**config.mk**
```make
export PLATFORM = sky130hd
export DESIGN_NAME = spi_frame_decoder
export DESIGN_NICKNAME = d
export VERILOG_FILES = /design/src/rtl/spi_fd_pkg.sv /design/src/rtl/spi_fd_link.sv /design/src/rtl/spi_fd_cmd.sv /design/src/rtl/spi_fd_regs.sv /design/src/rtl/spi_frame_decoder.sv
export SDC_FILE = /design/constraint.sdc
export NUM_CORES = 1
export LEC_CHECK = 0
export ABC_AREA = 1
export BUFFER_PORTS_ARGS = -buffer_cell sky130_fd_sc_hd__buf_2
export CAP_MARGIN = 20
export CORE_MARGIN = 4
export CORE_UTILIZATION = 55
export CTS_BUF_LIST = sky130_fd_sc_hd__clkbuf_4
export CTS_CLUSTER_SIZE = 20
export DETAILED_ROUTE_END_ITERATION = 12
export GPL_TIMING_DRIVEN = 0
export PLACE_DENSITY = 0.84
export SLEW_MARGIN = 10
export SYNTH_ARGS = -nofsm -noshare
export SYNTH_HDL_FRONTEND = slang
export SYNTH_SLANG_ARGS = --single-unit
```
**constraint.sdc**
```tcl
create_clock -name clk -period 2.1 [get_ports clk]
set_input_delay 0.315 -clock clk [delete_from_list [all_inputs] [get_ports clk]]
set_output_delay 0.315 -clock clk [all_outputs]
set_load 0.02 [all_outputs]
```
**src/rtl/spi_fd_pkg.sv**
```systemverilog
package spi_fd_pkg;

  localparam int ADDR_W     = 6;
  localparam int DATA_W     = 8;
  localparam int CMD_W      = 16;
  localparam int AXIS_BYTES = 6;
  localparam int TEMP_BYTES = 2;

  localparam logic [ADDR_W-1:0] A_REV  = 6'h00;
  localparam logic [ADDR_W-1:0] A_CTRL = 6'h01;
  localparam logic [ADDR_W-1:0] A_STAT = 6'h02;
  localparam logic [ADDR_W-1:0] A_RST  = 6'h03;
  localparam logic [ADDR_W-1:0] A_AX0  = 6'h04;
  localparam logic [ADDR_W-1:0] A_TMP0 = 6'h12;
  localparam logic [ADDR_W-1:0] A_IRQ  = 6'h16;
  localparam logic [ADDR_W-1:0] A_PID  = 6'h27;

  localparam logic [DATA_W-1:0] KEY0 = 8'h0C;
  localparam logic [DATA_W-1:0] KEY1 = 8'h05;
  localparam logic [DATA_W-1:0] KEY2 = 8'h0F;

  // upper byte must hold an odd number of ones
  function automatic logic upper_ok(input logic [7:0] b);
    return ^b;
  endfunction

  // truncated frame that is not a whole number of bytes
  function automatic logic frame_short_bad(input int unsigned n);
    return (n < CMD_W) && ((n % 8) != 0);
  endfunction

  function automatic logic addr_writable(input logic [ADDR_W-1:0] a);
    return (a == A_CTRL) || (a == A_RST);
  endfunction

  // next step of the soft-reset key
  function automatic logic [1:0] key_next(input logic [1:0] st, input logic [DATA_W-1:0] d);
    logic [1:0] restart;
    restart = (d == KEY0) ? 2'd1 : 2'd0;
    case (st)
      2'd1:    return (d == KEY1) ? 2'd2 : restart;
      2'd2:    return (d == KEY2) ? 2'd0 : restart;
      default: return restart;
    endcase
  endfunction

  function automatic logic key_done(input logic [1:0] st, input logic [DATA_W-1:0] d);
    return (st == 2'd2) && (d == KEY2);
  endfunction

endpackage

```
**src/rtl/spi_fd_link.sv**
```systemverilog
module spi_fd_link
  import spi_fd_pkg::*;
#(
  parameter int CNT_W = 8
) (
  input  logic                 clk,
  input  logic                 rst_n,
  input  logic                 sck,
  input  logic                 csb,
  input  logic                 mosi,
  input  logic [DATA_W-1:0]    status_byte,
  input  logic [DATA_W-1:0]    rd_byte,
  input  logic [ADDR_W-1:0]    base_addr,
  output logic                 miso,
  output logic [CMD_W-1:0]     cmd_word,
  output logic [CNT_W-1:0]     bit_cnt,
  output logic [ADDR_W-1:0]    rd_ptr,
  output logic                 start_evt,
  output logic                 end_evt,
  output logic                 rise_evt,
  output logic                 fall_evt
);

  localparam logic [CNT_W-1:0] CNT_MAX  = '1;
  localparam logic [CNT_W-1:0] CNT_LAST = CNT_W'(CMD_W - 1);

  logic sck_q, sck_d, csb_q, csb_d, mosi_q;
  logic [CMD_W-2:0]  rx_sr;
  logic [DATA_W-1:0] tx_sr;
  logic              byte_edge;

  assign rise_evt  = ~csb_q &  sck_q & ~sck_d;
  assign fall_evt  = ~csb_q & ~sck_q &  sck_d;
  assign start_evt = ~csb_q &  csb_d;
  assign end_evt   =  csb_q & ~csb_d;
  assign byte_edge = (bit_cnt[2:0] == 3'd0) && (bit_cnt != '0);
  assign miso      = tx_sr[DATA_W-1];

  always_ff @(posedge clk or negedge rst_n) begin
    if (!rst_n) begin
      sck_q    <= 1'b0;
      sck_d    <= 1'b0;
      csb_q    <= 1'b1;
      csb_d    <= 1'b1;
      mosi_q   <= 1'b0;
      bit_cnt  <= '0;
      rx_sr    <= '0;
      cmd_word <= '0;
      tx_sr    <= '0;
      rd_ptr   <= '0;
    end else begin
      sck_q  <= sck;
      sck_d  <= sck_q;
      csb_q  <= csb;
      csb_d  <= csb_q;
      mosi_q <= mosi;
      if (start_evt) begin
        bit_cnt <= '0;
        tx_sr   <= status_byte;
        rd_ptr  <= base_addr;
      end else begin
        if (rise_evt) begin
          rx_sr <= {rx_sr[CMD_W-3:0], mosi_q};
          if (bit_cnt != CNT_MAX) bit_cnt <= bit_cnt + 1'b1;
          if (bit_cnt == CNT_LAST) cmd_word <= {rx_sr, mosi_q};
        end
        if (fall_evt) begin
          if (byte_edge) begin
            tx_sr  <= rd_byte;
            rd_ptr <= rd_ptr - 1'b1;
          end else begin
            tx_sr <= {tx_sr[DATA_W-2:0], 1'b0};
          end
        end
      end
    end
  end

endmodule

```
**src/rtl/spi_fd_cmd.sv**
```systemverilog
module spi_fd_cmd
  import spi_fd_pkg::*;
#(
  parameter int CNT_W = 8
) (
  input  logic                 clk,
  input  logic                 rst_n,
  input  logic                 end_evt,
  input  logic [CNT_W-1:0]     bit_cnt,
  input  logic [CMD_W-1:0]     cmd_word,
  output logic                 wr_stb,
  output logic [ADDR_W-1:0]    wr_addr,
  output logic [DATA_W-1:0]    wr_data,
  output logic                 frame_err,
  output logic                 good_frame,
  output logic                 soft_rst,
  output logic [ADDR_W-1:0]    base_addr
);

  logic [ADDR_W-1:0] c_addr;
  logic              c_wr;
  logic [DATA_W-1:0] c_data;
  logic              full_w, len_bad_w, par_bad_w, good_w, key_hit_w;
  logic [1:0]        key_st;

  assign c_addr    = cmd_word[CMD_W-1 -: ADDR_W];
  assign c_wr      = cmd_word[DATA_W+1];
  assign c_data    = cmd_word[DATA_W-1:0];
  assign full_w    = 32'(bit_cnt) >= CMD_W;
  assign len_bad_w = frame_short_bad(32'(bit_cnt));
  assign par_bad_w = full_w && !upper_ok(cmd_word[CMD_W-1:DATA_W]);
  assign good_w    = full_w && !par_bad_w;
  assign key_hit_w = good_w && c_wr && (c_addr == A_RST);

  always_ff @(posedge clk or negedge rst_n) begin
    if (!rst_n) begin
      wr_stb     <= 1'b0;
      wr_addr    <= '0;
      wr_data    <= '0;
      frame_err  <= 1'b0;
      good_frame <= 1'b0;
      soft_rst   <= 1'b0;
      base_addr  <= A_REV;
      key_st     <= 2'd0;
    end else begin
      wr_stb     <= 1'b0;
      frame_err  <= 1'b0;
      good_frame <= 1'b0;
      soft_rst   <= 1'b0;
      if (end_evt) begin
        frame_err  <= len_bad_w | par_bad_w;
        good_frame <= good_w;
        if (good_w) begin
          base_addr <= c_addr;
          key_st    <= key_hit_w ? key_next(key_st, c_data) : 2'd0;
          soft_rst  <= key_hit_w && key_done(key_st, c_data);
          if (c_wr && addr_writable(c_addr)) begin
            wr_stb  <= 1'b1;
            wr_addr <= c_addr;
            wr_data <= c_data;
          end
        end
      end
    end
  end

endmodule

```
**src/rtl/spi_fd_regs.sv**
```systemverilog
module spi_fd_regs
  import spi_fd_pkg::*;
#(
  parameter logic [7:0] REV_ID  = 8'h13,
  parameter logic [7:0] PROD_ID = 8'h5A
) (
  input  logic                        clk,
  input  logic                        rst_n,
  input  logic                        wr_stb,
  input  logic [ADDR_W-1:0]           wr_addr,
  input  logic [DATA_W-1:0]           wr_data,
  input  logic                        frame_err,
  input  logic                        good_frame,
  input  logic                        soft_rst,
  input  logic [ADDR_W-1:0]           rd_ptr,
  input  logic [8*AXIS_BYTES-1:0]     axis_data,
  input  logic [8*TEMP_BYTES-1:0]     temp_data,
  input  logic [DATA_W-1:0]           irq_flags,
  input  logic                        st_flag,
  input  logic                        sat_flag,
  output logic [DATA_W-1:0]           rd_byte,
  output logic [DATA_W-1:0]           status_byte,
  output logic [DATA_W-1:0]           ctrl_q,
  output logic                        por_flag
);

  logic ferr_q;

  assign status_byte = {4'b0000, por_flag, ferr_q, st_flag, sat_flag};

  always_comb begin
    rd_byte = '0;
    case (rd_ptr)
      A_REV:   rd_byte = REV_ID;
      A_CTRL:  rd_byte = ctrl_q;
      A_STAT:  rd_byte = status_byte;
      A_IRQ:   rd_byte = irq_flags;
      A_PID:   rd_byte = PROD_ID;
      default: rd_byte = '0;
    endcase
    for (int i = 0; i < AXIS_BYTES; i++)
      if (rd_ptr == A_AX0 + ADDR_W'(i)) rd_byte = axis_data[8*i +: 8];
    for (int i = 0; i < TEMP_BYTES; i++)
      if (rd_ptr == A_TMP0 + ADDR_W'(i)) rd_byte = temp_data[8*i +: 8];
  end

  always_ff @(posedge clk or negedge rst_n) begin
    if (!rst_n) begin
      ctrl_q   <= '0;
      por_flag <= 1'b1;
      ferr_q   <= 1'b0;
    end else begin
      if (frame_err)       ferr_q <= 1'b1;
      else if (good_frame) ferr_q <= 1'b0;
      if (soft_rst) begin
        ctrl_q <= '0;
        ferr_q <= 1'b0;
      end else if (wr_stb && (wr_addr == A_CTRL)) begin
        ctrl_q <= wr_data;
        if (wr_data == '0) por_flag <= 1'b0;
      end
    end
  end

endmodule

```
**src/rtl/spi_frame_decoder.sv**
```systemverilog
module spi_frame_decoder
  import spi_fd_pkg::*;
#(
  parameter int         CNT_W   = 8,
  parameter logic [7:0] REV_ID  = 8'h13,
  parameter logic [7:0] PROD_ID = 8'h5A
) (
  input  logic        clk,
  input  logic        rst_n,
  input  logic        sck,
  input  logic        csb,
  input  logic        mosi,
  input  logic [47:0] axis_data,
  input  logic [15:0] temp_data,
  input  logic [7:0]  irq_flags,
  input  logic        st_flag,
  input  logic        sat_flag,
  output logic        miso,
  output logic        wr_stb,
  output logic [5:0]  wr_addr,
  output logic [7:0]  wr_data,
  output logic        frame_err,
  output logic        soft_rst,
  output logic [7:0]  ctrl_q
);

  logic [DATA_W-1:0] status_byte, rd_byte;
  logic [ADDR_W-1:0] base_addr, rd_ptr;
  logic [CMD_W-1:0]  cmd_word;
  logic [CNT_W-1:0]  bit_cnt;
  logic start_evt, end_evt, rise_evt, fall_evt, good_frame, por_flag;

  spi_fd_link #(.CNT_W(CNT_W)) u_link (
    .clk(clk), .rst_n(rst_n), .sck(sck), .csb(csb), .mosi(mosi),
    .status_byte(status_byte), .rd_byte(rd_byte), .base_addr(base_addr),
    .miso(miso), .cmd_word(cmd_word), .bit_cnt(bit_cnt), .rd_ptr(rd_ptr),
    .start_evt(start_evt), .end_evt(end_evt), .rise_evt(rise_evt), .fall_evt(fall_evt)
  );

  spi_fd_cmd #(.CNT_W(CNT_W)) u_cmd (
    .clk(clk), .rst_n(rst_n), .end_evt(end_evt), .bit_cnt(bit_cnt), .cmd_word(cmd_word),
    .wr_stb(wr_stb), .wr_addr(wr_addr), .wr_data(wr_data), .frame_err(frame_err),
    .good_frame(good_frame), .soft_rst(soft_rst), .base_addr(base_addr)
  );

  spi_fd_regs #(.REV_ID(REV_ID), .PROD_ID(PROD_ID)) u_regs (
    .clk(clk), .rst_n(rst_n), .wr_stb(wr_stb), .wr_addr(wr_addr), .wr_data(wr_data),
    .frame_err(frame_err), .good_frame(good_frame), .soft_rst(soft_rst), .rd_ptr(rd_ptr),
    .axis_data(axis_data), .temp_data(temp_data), .irq_flags(irq_flags),
    .st_flag(st_flag), .sat_flag(sat_flag), .rd_byte(rd_byte),
    .status_byte(status_byte), .ctrl_q(ctrl_q), .por_flag(por_flag)
  );

endmodule

```
**Word level (Yosys, flattened, before mapping)**

Cells that the tools add are included.

- Output and inout bits: 26
- Word-level logic and storage cells: 127
- Bits in registers: 94

- Bitwise operators: 13
- $lt $le $gt $ge: 2
- Add/sub/neg operators: 2
- Muxes and demuxes: 35
- Equal/unequal tests: 22
- Reduce and logical (&&, ||, !) cells: 32

Operators by type and width:

| cell | number |
|---|---|
| $mux W8 | 16 |
| $pmux W8 S5 | 1 |
| $reduce_bool A32 Y1 | 1 |
| $eq A6 B3 Y1 const B | 4 |
| $eq A8 B4 Y1 const B | 3 |
| $eq A6 B1 Y1 const B | 3 |
| $eq A6 B5 Y1 const B | 3 |
| $mux W6 | 3 |
| $eq A6 B2 Y1 const B | 2 |
| $eq A6 B4 Y1 const B | 2 |
| $mux W1 | 11 |
| $logic_and A1 B1 Y1 | 10 |
| $reduce_bool A2 Y1 | 5 |
| $reduce_and A3 Y1 | 3 |
| $add A8 B1 Y8 const B | 1 |
| $eq A8 B3 Y1 const B | 1 |
| $ge A8 B5 Y1 const B | 1 |
| $logic_not A8 Y1 | 1 |
| $lt A8 B5 Y1 const B | 1 |
| $ne A8 B8 Y1 const B | 1 |
| $reduce_and A2 Y1 | 4 |
| $reduce_bool A8 Y1 | 1 |
| $reduce_xor A8 Y1 | 1 |
| $and A1 B1 Y1 | 6 |
| other kinds (13) | 21 |

**Logic depth before layout (Yosys ltp)**

- Word-level depth: 13
- Mapped depth: 18
- Mapped depth without buffers: 18

**Modules after synthesis**

From an unflattened synthesis, not the netlist that was laid out.

- Cell total of the unflattened synthesis: 712
- Area, all modules: 5520.3 um^2

Modules (own cells, without submodules):

| module | cells each | sequential area each (um^2) | instances | area an instance (um^2) |
|---|---|---|---|---|
| spi_fd_link | 334 | 1453.9 | 1 | 2862.7 |
| spi_fd_cmd | 157 | 650.6 | 1 | 1363.8 |
| spi_fd_regs | 221 | 251.5 | 1 | 1293.7 |

**Worst setup path before layout**

Ideal clock, no wire load.

- Kind: register to register
- Start: register u_link.rd_ptr[0]
- End: register u_link.tx_sr[2]
- Stages on the path, launching flop included: 13
- Data required time: 1.981 ns
- Slack: 0.315 ns
- Buffers on the path: 0
- Data arrival time: 1.666 ns
- Cell sequence: dfrtp_1 inv_1 ha_1 nand3_2 nor2_4 inv_2 or2_0 nand3_1 nand3_1 nand2_1 nand3b_1 nand2_1 nand2_1

- Cells in the longest elaborated chain, start to end: 13

RTL lines:

| item | line | source |
|---|---|---|
| start: declaration | spi_fd_link.sv:17 | `output logic [ADDR_W-1:0] rd_ptr,` |
| start signal: assignment | spi_fd_link.sv:60 | `rd_ptr <= base_addr;` |
| start signal: assignment | spi_fd_link.sv:70 | `rd_ptr <= rd_ptr - 1'b1;` |
| $eq A6 B6 Y1, or another cell as far along | spi_fd_regs.sv:33 | `case (rd_ptr)` |
| $pmux W8 S5 | spi_fd_regs.sv:33 |  |
| $mux W8 (6 in series) | spi_fd_regs.sv:42 | `if (rd_ptr == A_AX0 + ADDR_W'(i)) rd_byte = axis_data[8*i +: 8];` |
| $mux W8 | spi_fd_regs.sv:44 | `if (rd_ptr == A_TMP0 + ADDR_W'(i)) rd_byte = temp_data[8*i +: 8];` |
| $mux W8 * | spi_fd_regs.sv:44 |  |
| $mux W8 * | spi_fd_link.sv:68 | `if (byte_edge) begin` |
| $mux W8 * | spi_fd_link.sv:67 | `if (fall_evt) begin` |
| $mux W8 * | spi_fd_link.sv:57 | `if (start_evt) begin` |
| end signal: assignment | spi_fd_link.sv:59 | `tx_sr <= status_byte;` |
| end signal: assignment | spi_fd_link.sv:69 | `tx_sr <= rd_byte;` |
| end signal: assignment | spi_fd_link.sv:72 | `tx_sr <= {tx_sr[DATA_W-2:0], 1'b0};` |
| end: declaration | spi_fd_link.sv:29 | `logic [DATA_W-1:0] tx_sr;` |

Mark *: on every way between the ends. The rest lies on a longest branch, timed or not. The select of a mux whose other input is x is not followed.
A chain may end at the register's enable or synchronous reset.

**Final worst setup path**

- Start: register u_link.rd_ptr[5]
- End: register u_link.tx_sr[6]

Same word-level chain as after synthesis.

==> summary by stage <==
Outcome
The run finished with clean final reports.

Final layout
The count of filler cells inserted in the layout is 729. The number of antenna diodes in the final layout is 0. In the layout the commonest cells are nand2_1 (198), buf_2 (108), dfrtp_1 (87), inv_1 (75), o21ai_0 (58). The layout net count is between 800 and 900. The most frequent standard cell in the layout excluding fill and tap cells is nand2_1.

Relative to the synthesized area, the layout overhead comes to 20.9%. In the final layout, the share of cells above drive strength 1 is 0.240. Once layout is done, the placed cells without fillers occupy slightly above 6000 um^2.

Timing
Static timing analysis puts the maximum clock frequency at 0.489 GHz. The ratio of final minimum period to clock period is 0.975. The number of failing hold endpoints at the final stage came to 0. The post-layout minimum cycle time is 2.05 ns. Measured against its own limit, the worst slew margin works out to 0.566. The total setup violations reported at the end of the flow is 0. The final worst clock skew is 0.0261 ns. Adding up every negative setup slack in the final design gives 0 ns.

The number of max-slew violations in the final report is 0. Across all hold checks on the routed design, the worst slack comes to 0.187 ns. Setup repair after global routing could not meet its margin everywhere. The slew at the pin with the worst max-slew slack is 0.645 ns.

Detailed routing
For this block, the initial DRC count from the detailed router was between 300 and 400. The DRC violations left is 0. Across all layers, the routed design uses 4,891 vias. The final routed wirelength across all metal layers is approximately 13,000 um. The detail-routed via count per cell is 5.43.

The routed wirelength normalized by instance count is 14.4 um. Before antenna repair, the detailed router went through 5 iterations. The count of nets left with antenna violations once routing finished came out at 0.

Clocking
The maximum clock insertion buffer count is 2. In this run the clock root is driven by a clkbuf_4. Counting the buffers created by CTS gives 9. The clock net in this run drives a total of 94 sinks. For the worst-skew pair, the clock arrives at the later sink with an insertion delay of 0.44 ns.

After clock tree synthesis, the clock-pin slew on the worst setup and hold paths is 0.15 ns. TritonCTS built the clock tree. The clock tree synthesis step divided the H-tree into 3 levels.

Critical path
The setup slack on the worst flop-to-flop path is 0.05 ns. The critical path endpoint is u_link.tx_sr[6]$_DFFE_PN0P_. The startpoint type of the worst setup path is a flop. The data required time of the worst path is 2.48 ns. The worst register-to-register path ends at u_link.tx_sr[6]$_DFFE_PN0P_. The data arrival at the endpoint of the critical path is roughly 2.4 ns. The endpoint type of the worst setup path is a flop. Along the worst path, the maximum fanout reaches 5. The cell count of the worst reg-to-reg path is 16.

In this run the worst setup path begins at u_link.rd_ptr[5]$_DFFE_PN0P_. The worst flop-to-flop path startpoint is u_link.rd_ptr[5]$_DFFE_PN0P_. The critical path start-end classification is flop to flop.

Floorplanning
The boundary pin count is 105. The placeable core region is a little under 9000 um^2. The overall die area is 10,800 um^2. The height of the die is 104 um. The floorplan step set the die width to between 100 and 150 um.

The number of placement rows is 34. The initial core utilization is 0.572.

Placed design
Input and output buffers added on the ports amount to 104. Detailed placement ended at an HPWL of ~10000 um. Summing all placed instances gives a cell area of 5750 um^2. Routability-driven placement finished with a final weighted congestion of 0.908.

Pwr
The analysis attributes to cell leakage a power of 3.06 nW. The sum of internal, switching and leakage power is 3.72 mW. In this run the power density over the cells is 607 nW/um^2. The maximum vdd drop is 0.000467 V.

Synth
The total standard cell area after synthesis is 5060 um^2. The total number of yosys warnings is 0. A synthesized cell averages 7.71 um^2. The most used flip-flop cell after synthesis is dfrtp_1. In this run, synthesis inferred 0 flip-flops with an integrated enable. Counting flops and latches in the post-synthesis netlist gives 94. The number of nets produced by synthesis is 749. The fraction of the yosys area taken by sequential cells is 0.465. Synthesis handed over a netlist of 657 instances. The number of unique standard cell types used by synthesis is 45. In the synthesized netlist the async set-or-reset flop fraction comes to 1.00.

GRT
The number of antenna violations at the first check in global routing came to 0. For this run, the total global-route usage over all layers was measured as 0.241. Global routing finished with a remaining overflow of 0.

Entering global routing, the biggest net connects 49 pins. The number of global-route vias before repair is 4,605. The first global-routing pass estimated roughly 22,000 um of wire.

Flow run
Max-cap violations in this run came to 0.

Hold path
The kind of path behind the tightest hold check is input pin to flop.
-- where the power goes --
part	leakage [nW]	switching, mW	total (mW)	internal [mW]
sequential	1.26	0.0641	1.95	1.89
clock	0.0716	0.644	0.914	0.270
combinational	1.73	0.513	0.849	0.336
total	3.06	1.22	3.72	2.49
-- cell type report --
class                   instances  area (um^2)  area share
clock buffers                   9         67.6      0.0110
plain buffers                  14         65.1      0.0106
inverters                      86          328      0.0535
well taps                     108          135      0.0221
multi-input cells             463         2430       0.397
repair buffers                120          671       0.110
flip-flops and latches         94         2360       0.386
clock inverters                 7         66.3      0.0108
-- registers in the layout, summed over array words and instances, names as in the netlist, 2 cells and up --
register and cells:
u_link.rx_sr 15, u_cmd.wr_addr 6, u_link.rd_ptr 6, u_cmd.base_addr 6
u_link.cmd_word 16, u_cmd.wr_data 8, u_cmd.key_st 2, u_link.bit_cnt 8
u_link.tx_sr 8, u_regs.ctrl_q 8
-- critical path, cell delays in order (launching register included) --
cell and delay, ns:
dfrtp_2 0.47, nor2_4 0.24, nand2_4 0.11, nor2_4 0.16, inv_2 0.08, buf_6 0.13
nand2_2 0.05, nor2_2 0.04, o21ai_2 0.16, nand2_1 0.08, nand2_1 0.07, nand2_1 0.06
nand3b_1 0.10, nand2_1 0.08, nand2_1 0.07, nand2_1 0.04, nand2_1 0.07
-- worst min path at each step --
stage / to / slack [ns] / startpoint / depth (start not counted)
after CTS: u_link.tx_sr[7]$_DFFE_PN0P_ / 0.16 / temp_data[15] / 5
after global routing: u_link.tx_sr[0]$_DFFE_PN0P_ / 0.18 / temp_data[0] / 5
after detailed placement: u_link.bit_cnt[0]$_DFFE_PN0P_ / 0.36 / rst_n / 1
after floorplan: u_cmd.base_addr[0]$_DFFE_PN0P_ / 0.02 / rst_n / 0
after global placement: u_link.csb_d$_DFF_PN1_ / 0.38 / u_link.csb_q$_DFF_PN1_ / 0
final: u_link.tx_sr[7]$_DFFE_PN0P_ / 0.19 / temp_data[15] / 5
-- synthesized netlist by cell type, drive strengths merged, types with 4 or more instances --
library cell	n	area, um^2
inv	85	322
dfrtp	91	2280
o21ai	75	390
or2	6	37.5
nor4	9	71.3
buf	5	31.3
ha	13	163
nor3	4	25.0
a31oi	4	25.0
a211oi	6	50.1
nor2	52	248
o22ai	4	25.0
clkbuf	9	33.8
a21oi	34	170
nand3b	4	30.0
nand3	30	160
nand2	202	763
-- logic make-up after synthesis --
kind of cell	share of synthesized area
adders and majority gates	0.0321
xor gates and xnor gates	0.00692
DFF	0.465
and+or+nand+nor	0.270
AOI/OAI and AO/OA	0.148
buffers and inverters	0.0771
-- through the flow --
step	utilization	setup WS [ns]	instances
after global routing	0.692	-0.0552	901
after CTS	0.672	0.0228	891
final	0.692	0.0533	901
after global placement	0.646	-0.0937	869
after detailed placement	0.650	-0.0658	870
after floorplan	-	0.315	657
-- repair_timing --
item / CTS / global route
hold buffers: 4 / 0
endpoints found under the hold margin: 49 / 0
resized for setup: 5 / 32
gates cloned: 0 / 1
pin swaps: 1 / 21
buffers inserted: 1 / 9
setup endpoints to repair: 7 / 14
-- metal layers --
layer / wire length (um) / vias to the layer above / global-route usage
li1: - / 2403 / -
met1: 5590 / 2275 / 0.304
met2: 6350 / 182 / 0.409
met3: 730 / 31 / 0.0478
met4: 318 / 0 / 0.0902
met5: 0 / - / 0
Power figures use the tool's default switching activity.
